==> config.mk <==
export PLATFORM = sky130hd
export DESIGN_NAME = wpGate
export DESIGN_NICKNAME = d
export VERILOG_FILES = /design/src/rtl/wpgate_pkg.sv /design/src/rtl/wpgateCtrl.sv /design/src/rtl/wpgateDp.sv /design/src/rtl/wpGate.sv
export SDC_FILE = /design/constraint.sdc
export NUM_CORES = 1
export LEC_CHECK = 0
export ABC_AREA = 1
export BUFFER_PORTS_ARGS = -buffer_cell sky130_fd_sc_hd__buf_2
export CAP_MARGIN = 15
export CORE_AREA = 2 2 112 114
export CTS_CLUSTER_DIAMETER = 150
export CTS_CLUSTER_SIZE = 25
export DETAILED_ROUTE_END_ITERATION = 8
export DIE_AREA = 0 0 114 116
export PLACE_DENSITY = 0.69
export SYNTH_ARGS = -nofsm -noshare
export SYNTH_HDL_FRONTEND = slang
export SYNTH_SLANG_ARGS = --single-unit
==> constraint.sdc <==
create_clock -name clk -period 2.4 [get_ports clk]
set_input_delay 0.48 -clock clk [delete_from_list [all_inputs] [get_ports clk]]
set_output_delay 0.48 -clock clk [all_outputs]
set_load 0.005 [all_outputs]
==> src/rtl/wpgate_pkg.sv <==
package wpgate_pkg;
  localparam logic [3:0] OP_NOP       = 4'd0;
  localparam logic [3:0] OP_WREN      = 4'd1;
  localparam logic [3:0] OP_WRDI      = 4'd2;
  localparam logic [3:0] OP_PROG      = 4'd3;
  localparam logic [3:0] OP_SUBERASE  = 4'd4;
  localparam logic [3:0] OP_SECTERASE = 4'd5;
  localparam logic [3:0] OP_BULKERASE = 4'd6;
  localparam logic [3:0] OP_WRSTAT    = 4'd7;
  localparam logic [3:0] OP_WRLOCK    = 4'd8;
  localparam logic [3:0] OP_OTPPROG   = 4'd9;

  typedef struct packed {
    logic setWel;
    logic clrWel;
    logic fire;
    logic refuse;
    logic clrBusy;
  } ctrlStrobe_t;

  typedef struct packed {
    logic aligned;
    logic sectLocked;
    logic anyLocked;
    logic lockout;
    logic wel;
    logic busy;
  } dpStatus_t;
endpackage

==> src/rtl/wpgateCtrl.sv <==
module wpgateCtrl
  import wpgate_pkg::*;
(
  input  logic        csRise,
  input  logic [3:0]  opCode,
  input  logic        opDone,
  input  logic        wpPin,
  input  dpStatus_t   status,
  output ctrlStrobe_t strobe
);
  logic isModify;
  logic needsAlign;
  logic hitsSector;
  logic blocked;

  always_comb begin
    isModify   = (opCode >= OP_PROG) && (opCode <= OP_OTPPROG);
    needsAlign = isModify && (opCode != OP_WRLOCK);
    hitsSector = (opCode == OP_PROG) || (opCode == OP_SUBERASE) ||
                 (opCode == OP_SECTERASE);
    blocked    = status.lockout || !status.wel ||
                 (hitsSector && status.sectLocked) ||
                 ((opCode == OP_BULKERASE) && status.anyLocked) ||
                 ((opCode == OP_WRSTAT) && wpPin);
  end

  always_comb begin
    strobe = '0;
    if (status.busy) begin
      if (opDone) begin
        strobe.clrBusy = 1'b1;
        strobe.clrWel  = 1'b1;
      end
    end else if (csRise) begin
      if (opCode == OP_WREN) begin
        strobe.setWel = 1'b1;
      end else if (opCode == OP_WRDI) begin
        strobe.clrWel = 1'b1;
      end else if (isModify && !(needsAlign && !status.aligned)) begin
        if (blocked) strobe.refuse = 1'b1;
        else         strobe.fire   = 1'b1;
      end
    end
  end
endmodule

==> src/rtl/wpgateDp.sv <==
module wpgateDp
  import wpgate_pkg::*;
#(
  parameter int CNT_W      = 8,
  parameter int NUM_SECT   = 256,
  parameter int PUW_CYCLES = 1000
) (
  input  logic                        clk,
  input  logic                        rstN,
  input  logic                        powerGood,
  input  logic [CNT_W-1:0]            clkCount,
  input  logic [$clog2(NUM_SECT)-1:0] sectorAddr,
  input  logic [NUM_SECT-1:0]         sectorLocks,
  input  ctrlStrobe_t                 strobe,
  output dpStatus_t                   status,
  output logic                        wel,
  output logic                        busy,
  output logic                        execPermit,
  output logic                        reject
);
  localparam int TMR_W = $clog2(PUW_CYCLES + 1);
  localparam logic [TMR_W-1:0] TMR_LOAD = TMR_W'(PUW_CYCLES);

  logic [TMR_W-1:0] lockTmr;

  always_ff @(posedge clk or negedge rstN) begin
    if (!rstN)                  lockTmr <= TMR_LOAD;
    else if (!powerGood)        lockTmr <= TMR_LOAD;
    else if (lockTmr != '0)     lockTmr <= lockTmr - TMR_W'(1);
  end

  always_ff @(posedge clk or negedge rstN) begin
    if (!rstN) begin
      wel <= 1'b0; busy <= 1'b0; execPermit <= 1'b0; reject <= 1'b0;
    end else if (!powerGood) begin
      wel <= 1'b0; busy <= 1'b0; execPermit <= 1'b0; reject <= 1'b0;
    end else begin
      execPermit <= strobe.fire;
      reject     <= strobe.refuse;
      if (strobe.clrWel)      wel <= 1'b0;
      else if (strobe.setWel) wel <= 1'b1;
      if (strobe.fire)         busy <= 1'b1;
      else if (strobe.clrBusy) busy <= 1'b0;
    end
  end

  always_comb begin
    status.aligned    = (clkCount[2:0] == 3'd0);
    status.sectLocked = sectorLocks[sectorAddr];
    status.anyLocked  = |sectorLocks;
    status.lockout    = (lockTmr != '0);
    status.wel        = wel;
    status.busy       = busy;
  end


  fire_once_chk: assert property (@(posedge clk) disable iff (!rstN)
    execPermit |=> !execPermit);

  permit_excl_chk: assert property (@(posedge clk) disable iff (!rstN)
    !(execPermit && reject));

  busy_rise_chk: assert property (@(posedge clk) disable iff (!rstN)
    $rose(busy) |-> execPermit);
endmodule

==> src/rtl/wpGate.sv <==
module wpGate
  import wpgate_pkg::*;
#(
  parameter int CNT_W      = 8,
  parameter int NUM_SECT   = 256,
  parameter int PUW_CYCLES = 1000
) (
  input  logic                        clk,
  input  logic                        rstN,
  input  logic                        powerGood,
  input  logic                        csRise,
  input  logic [3:0]                  opCode,
  input  logic [CNT_W-1:0]            clkCount,
  input  logic [$clog2(NUM_SECT)-1:0] sectorAddr,
  input  logic [NUM_SECT-1:0]         sectorLocks,
  input  logic                        wpPin,
  input  logic                        opDone,
  output logic                        execPermit,
  output logic                        wel,
  output logic                        busy,
  output logic                        reject
);
  ctrlStrobe_t strobe;
  dpStatus_t   status;

  wpgateCtrl u_ctrl (
    .csRise (csRise),
    .opCode (opCode),
    .opDone (opDone),
    .wpPin  (wpPin),
    .status (status),
    .strobe (strobe)
  );

  wpgateDp #(
    .CNT_W      (CNT_W),
    .NUM_SECT   (NUM_SECT),
    .PUW_CYCLES (PUW_CYCLES)
  ) u_dp (
    .clk         (clk),
    .rstN        (rstN),
    .powerGood   (powerGood),
    .clkCount    (clkCount),
    .sectorAddr  (sectorAddr),
    .sectorLocks (sectorLocks),
    .strobe      (strobe),
    .status      (status),
    .wel         (wel),
    .busy        (busy),
    .execPermit  (execPermit),
    .reject      (reject)
  );


  lockout_gate_chk: assert property (@(posedge clk) disable iff (!rstN)
    execPermit |-> (!$past(status.lockout) && $past(wel)));

  done_clear_chk: assert property (@(posedge clk) disable iff (!rstN)
    (busy && opDone) |=> (!busy && !wel));

  busy_hold_chk: assert property (@(posedge clk) disable iff (!rstN)
    (busy && !opDone && powerGood) |=> $stable(wel));

  power_clear_chk: assert property (@(posedge clk) disable iff (!rstN)
    !powerGood |=> (!wel && !busy && !execPermit && !reject));
endmodule

## After elaboration in Yosys (flattened, before gate mapping)

Index checks and enable logic that the tools add are counted.

- Add/subtract/negate cells: 1
- Order comparisons: 3
- Eq/ne operators: 11
- Multiplexer cells: 25
- Reduce and logical (&&, ||, !) cells: 19

Operator list:

| cell | number |
|---|---|
| OR reduction 256 bit | 1 |
| 2-to-1 mux 10 bit | 2 |
| 2-to-1 mux 1 bit | 17 |
| equality test 4 x 3 -> 1 bit (second input constant) | 4 |
| nonzero test 10 bit | 1 |
| subtractor 10 x 1 -> 10 bit (second input constant) | 1 |
| < comparator 8 x 9 -> 1 bit (second input constant) | 1 |
| binary-select mux 1 bit (select 8 bit) | 1 |
| equality test 4 x 2 -> 1 bit (second input constant) | 2 |
| logical AND 1 bit | 7 |
| logical OR 1 bit | 6 |
| 2-to-1 mux 2 bit | 3 |
| != test 3 x 1 -> 1 bit (second input constant) | 2 |
| equality test 4 x 1 -> 1 bit (second input constant) | 1 |
| greater-or-equal comparator 4 x 2 -> 1 bit (second input constant) | 1 |
| <= comparator 4 bit (second input constant) | 1 |
| 2-to-1 mux 4 bit | 1 |
| != test 4 bit (second input constant) | 1 |
| zero test 1 bit | 3 |
| zero test 3 bit | 1 |
| 2-to-1 mux 3 bit | 1 |
| != test 2 x 1 -> 1 bit (second input constant) | 1 |

- Register bits after elaboration: 14
- Output and inout bits: 4
- Word-level logic and storage cells: 64

## Logic depth before layout (Yosys ltp)

- Depth after elaboration: 16
- Mapped depth: 16

## Hierarchy

From an unflattened synthesis, not the netlist that was laid out.

- Cell total of the unflattened synthesis: 829
- Area, all modules: 4,006.3 um^2

Modules (own cells, without submodules):

| module | instances | cells an instance | area an instance (um^2) | sequential area each (um^2) |
|---|---|---|---|---|
| wpgateDp | 1 | 793 | 3,842.4 | 357.8 |
| wpgateCtrl | 1 | 36 | 163.9 | 0.0 |

## Worst setup path before layout

Ideal clock, no wire load.

- Path type: in2reg
- Start: input sectorAddr[2]
- End: register u_dp.busy
- Arrival: 1.599 ns
- Data required time: 2.281 ns
- Slack: 0.682 ns
- Stages: 13
- Cells stage by stage: buf_2 clkbuf_1 nand3_1 nand3_1 nand2_1 o21ai_1 nand2_1 nand3_1 nand3_1 nand2_1 nand2_1 nand3_1 nand2_1

- Cells in the longest elaborated chain, start to end: 14
- Elaborated cells between the ends (all ways): 15

RTL lines:

| what | line | RTL |
|---|---|---|
| start, declared | wpGate.sv:14 | `input logic [$clog2(NUM_SECT)-1:0] sectorAddr,` |
| binary-select mux 1 bit (select 8 bit) * | wpgateDp.sv:49 | `status.sectLocked = sectorLocks[sectorAddr];` |
| 2-to-1 mux 1 bit (not written as such) * | wpgateDp.sv:49 |  |
| logical AND 1 bit * | wpgateCtrl.sv:22 | `(hitsSector && status.sectLocked) \|\|` |
| logical OR 1 bit * | wpgateCtrl.sv:21 | `blocked = status.lockout \|\| !status.wel \|\|` |
| logical OR 1 bit * | wpgateCtrl.sv:22 |  |
| logical OR 1 bit * | wpgateCtrl.sv:23 | `((opCode == OP_BULKERASE) && status.anyLocked) \|\|` |
| 2-to-1 mux 1 bit * | wpgateCtrl.sv:40 | `if (blocked) strobe.refuse = 1'b1;` |
| 2-to-1 mux 2 bit * | wpgateCtrl.sv:39 | `end else if (isModify && !(needsAlign && !status.aligned)) begin` |
| 2-to-1 mux 2 bit * | wpgateCtrl.sv:37 | `end else if (opCode == OP_WRDI) begin` |
| 2-to-1 mux 3 bit * | wpgateCtrl.sv:35 | `if (opCode == OP_WREN) begin` |
| 2-to-1 mux 4 bit * | wpgateCtrl.sv:34 | `end else if (csRise) begin` |
| 2-to-1 mux 2 bit * | wpgateCtrl.sv:29 | `if (status.busy) begin` |
| 2-to-1 mux 1 bit | wpgateDp.sv:42 | `if (strobe.fire) busy <= 1'b1;` |
| 2-to-1 mux 1 bit | wpgateDp.sv:35 | `end else if (!powerGood) begin` |
| end signal, assigned | wpgateDp.sv:36 | `wel <= 1'b0; busy <= 1'b0; execPermit <= 1'b0; reject <= 1'b0;` |
| end signal, assigned | wpgateDp.sv:42 |  |
| end signal, assigned | wpgateDp.sv:43 | `else if (strobe.clrBusy) busy <= 1'b0;` |
| end, declared | wpgateDp.sv:17 | `output logic busy,` |

Mark *: on every way between the ends. The rest lies on a longest branch, timed or not. The select of a mux whose other input is x is not followed.
A chain may end at the register's enable or synchronous reset.

## Worst setup path in the final report

- Start: input sectorAddr[0]
- End: register u_dp.busy

The elaborated chain is that of the path after synthesis.

==> flow_summary.toml <==
[status]
status = "complete, no violations"

[timing]
fmax_ghz = 0.511
slew_violations = 0
tightest_slew_ps = 424
rsz0062_at_grt = "false"
fin_crit_sh_pct = 81.5
tns_ps = 0
skew_ps = 0.607
setup_violations = 0
relSlewSlack_pct = 71.5
whs_ps = 122
report.final.hold_viol_count = 0
period_minus_slack_ps = 1960
layout_setup_ws_ps = 444

[logic_synthesis]
yosysSeqAreaShare_pct = 8.73
syn_area_um2 = 4100
synthCells = 829
synth-async-reset-ratio_pct = 100
ys_seq_elements = 14
synth_warnings = 0
syn_avg_cell_area_um2 = 4.95
yosysUniqueCellTypes = 30
syn-num-nets = 1113
synth_top_area_share_pct = 30.1
synth_ff_type = "dfrtp_1"
synth_area_leader_cell = "nand3_1"
synth_edf_count = 0
ys_top_cells_by_area = "nand3_1 (30%), nand2_1 (29%), nor2_1 (6.6%)"

[drt]
dr.first_iter.drc_count = 600
drc = 0
drtPass1Iterations = 5
wl_per_cell_um = 15.2
wl_mm = 18.6
drtAntennaViolNets = 0
vias = 6562
vias_per_cell = 5.36

[cells_and_area]
area_growth_pct = 38.8
seq_area_um2 = 358
fill_cells = 1354
multi_input_area_um2 = 3320
final_nets = 1363
drive_above_1_share_pct = 28.9
fin_util_pct = 47.8
n_antenna_cell = 0

[setup_path]
crit_chain = "buf_4, clkinv_2, buf_12, buf_12, nand2_1, nand3_1, nand3_1, nand3_1, nand2_1, nand2_1, nand3_1, nand3_1, nand3_1, nand2_1, nand2_1, nand3_1, nand2_1"
cp-start-kind = "input port"
critical_path_class = "in -> reg"
slowest_delay_ps = 220
cp_slowest_cell = "buf_12"
cp_max_fo = 37
crit_buf_inv = 4
cp.required_ps = 2530
critPathTopFamily = "simple AND/OR/NAND/NOR gates"
cp_data_arrival_time_ps = 2090
endpoint_kind = "flip-flop"
worst_path_most_repeated_cell = "nand3_1"

[clock_tree]
cts_buffers = 3
clk_latency_ps = 240
cts_resized = 0
cts_tree = "done"
post_cts_buffers = 0
postCtsHoldBufs = 0
clk_pin_slew_ps = 50
clockRootBuffer = "clkbuf_16"
clk_path_buf_depth = 2
cts.htree.levels = 1
cts.sinks = 14

[place]
hpwl_mm = 15.1
dp_slack_ps = 147
gp_congestion = 0.970
io_buffers = 280

[floorplanning]
initial_core_util_pct = 34.4
die_area_um2 = 13200
die_x_um = 114
core_um2 = 11900
ios = 286
placementRows = 40
die_h_um = 116

[power]
p_int_w = 0.000885
leakagePower_nw = 2.96
powerDensity_nw_per_um2 = 262
ir_worst_vdd_mv = 0.178
p_sw_w = 0.000604
combPwrFrac_pct = 59.0
swShare_pct = 40.6
pwr-share-seq_pct = 17.6
clkPwrFrac_pct = 23.4

[flow_run]
cap_violations = 0

[global_routing]
grt_usage_pct = 27.1
grt_pass1_vias = 5979
grt_pass1_wl_mm = 29.1
antenna_found_initial = 1
overflow = 0
grt_max_degree = 98

[worst_hold_path]
hold_path.class = "in -> async"
## through the flow
step           instances  instance area, um^2  total power, W
3_5_place_dp        1221                 5600         0.00114
5_1_grt             1225                 5690         0.00162
3_3_place_gp        1221                 5600         0.00113
4_1_cts             1225                 5690         0.00149
6_report            1225                 5690         0.00149
2_1_floorplan        829                 4100        0.000728
## cell usage after synthesis, drive strengths merged (6+ instances only)
cell type / instances
a21oi: 6
buf: 44
clkbuf: 9
dfrtp: 8
dfstp: 6
inv: 30
nand2: 316
nand3: 247
nand4: 15
nor2: 72
nor3: 10
nor4: 41
o21ai: 6
## power by group through the flow
stage	Sequential (W)	Clock, W	Combinational, W
2_1_floorplan	0.000263	0	0.000465
3_3_place_gp	0.000265	0	0.000866
3_5_place_dp	0.000265	0	0.000872
4_1_cts	0.000262	0.000353	0.000876
5_1_grt	0.000263	0.000370	0.000986
6_report	0.000262	0.000348	0.000879
## flip-flops by register name (all words and copies together) (netlist names)
signal and cells:
u_dp.lockTmr 10, u_dp.reject 1, u_dp.execPermit 1, u_dp.wel 1
u_dp.busy 1
## placed cells by master, fill, tap and decap left out, drive strengths merged, types with 2 or more instances in the layout
master | Yosys | final
nand2 | 316 | 316
buf | 44 | 298
nand3 | 247 | 247
nor2 | 72 | 72
nor4 | 41 | 41
inv | 30 | 29
nand4 | 15 | 15
nor3 | 10 | 10
dfrtp | 8 | 8
a21oi | 6 | 6
dfstp | 6 | 6
o21ai | 6 | 6
nand3b | 5 | 5
clkbuf | 9 | 4
nor3b | 2 | 2
o31ai | 2 | 2
xor2 | 2 | 2
ha | 2 | 2
## metal layers
metal | share of wire (%) | vias to the layer above | global-route usage, %
met4 | 2.4 | 2 | 5.69
met1 | 41 | 2878 | 32.8
met5 | 0.075 | - | 0
met3 | 8.2 | 38 | 4.50
li1 | - | 3324 | -
met2 | 48 | 320 | 50.4
## cell families after synthesis
| kind of cell | count (synthesis) | synth area share [%] |
|---|---|---|
| DFF | 14 | 8.73 |
| adders and majority gates | 2 | 0.610 |
| buffers and inverters | 83 | 10.3 |
| and+or+nand+nor | 709 | 77.1 |
| xor gates and xnor gates | 3 | 0.641 |
| AOI/OAI and AO/OA | 18 | 2.69 |
## path summary, 6_finish.rpt
check,from,endpoint,slack [ps],cells past startpoint
setup / recovery,sectorAddr[0],u_dp.busy,440,17
min in group clk,opDone,u_dp.busy,490,4
max in group asynchronous,rstN,u_dp.lockTmr[3],2000,1
setup reg to reg,u_dp.lockTmr[0],u_dp.lockTmr[2],730,10
hold / removal,rstN,u_dp.execPermit,120,1
hold reg to reg,u_dp.busy,u_dp.busy,540,2
## area by class of cell
| cell class | count | share of cell area, % |
|---|---|---|
| flip-flops and latches | 14 | 6.29 |
| repair buffers | 298 | 28.6 |
| multi-input cells | 732 | 58.4 |
| inverters | 30 | 2.00 |
| well taps | 147 | 3.23 |
| clock buffers | 4 | 1.56 |
Note: power is estimated with default switching activity, not from simulation.
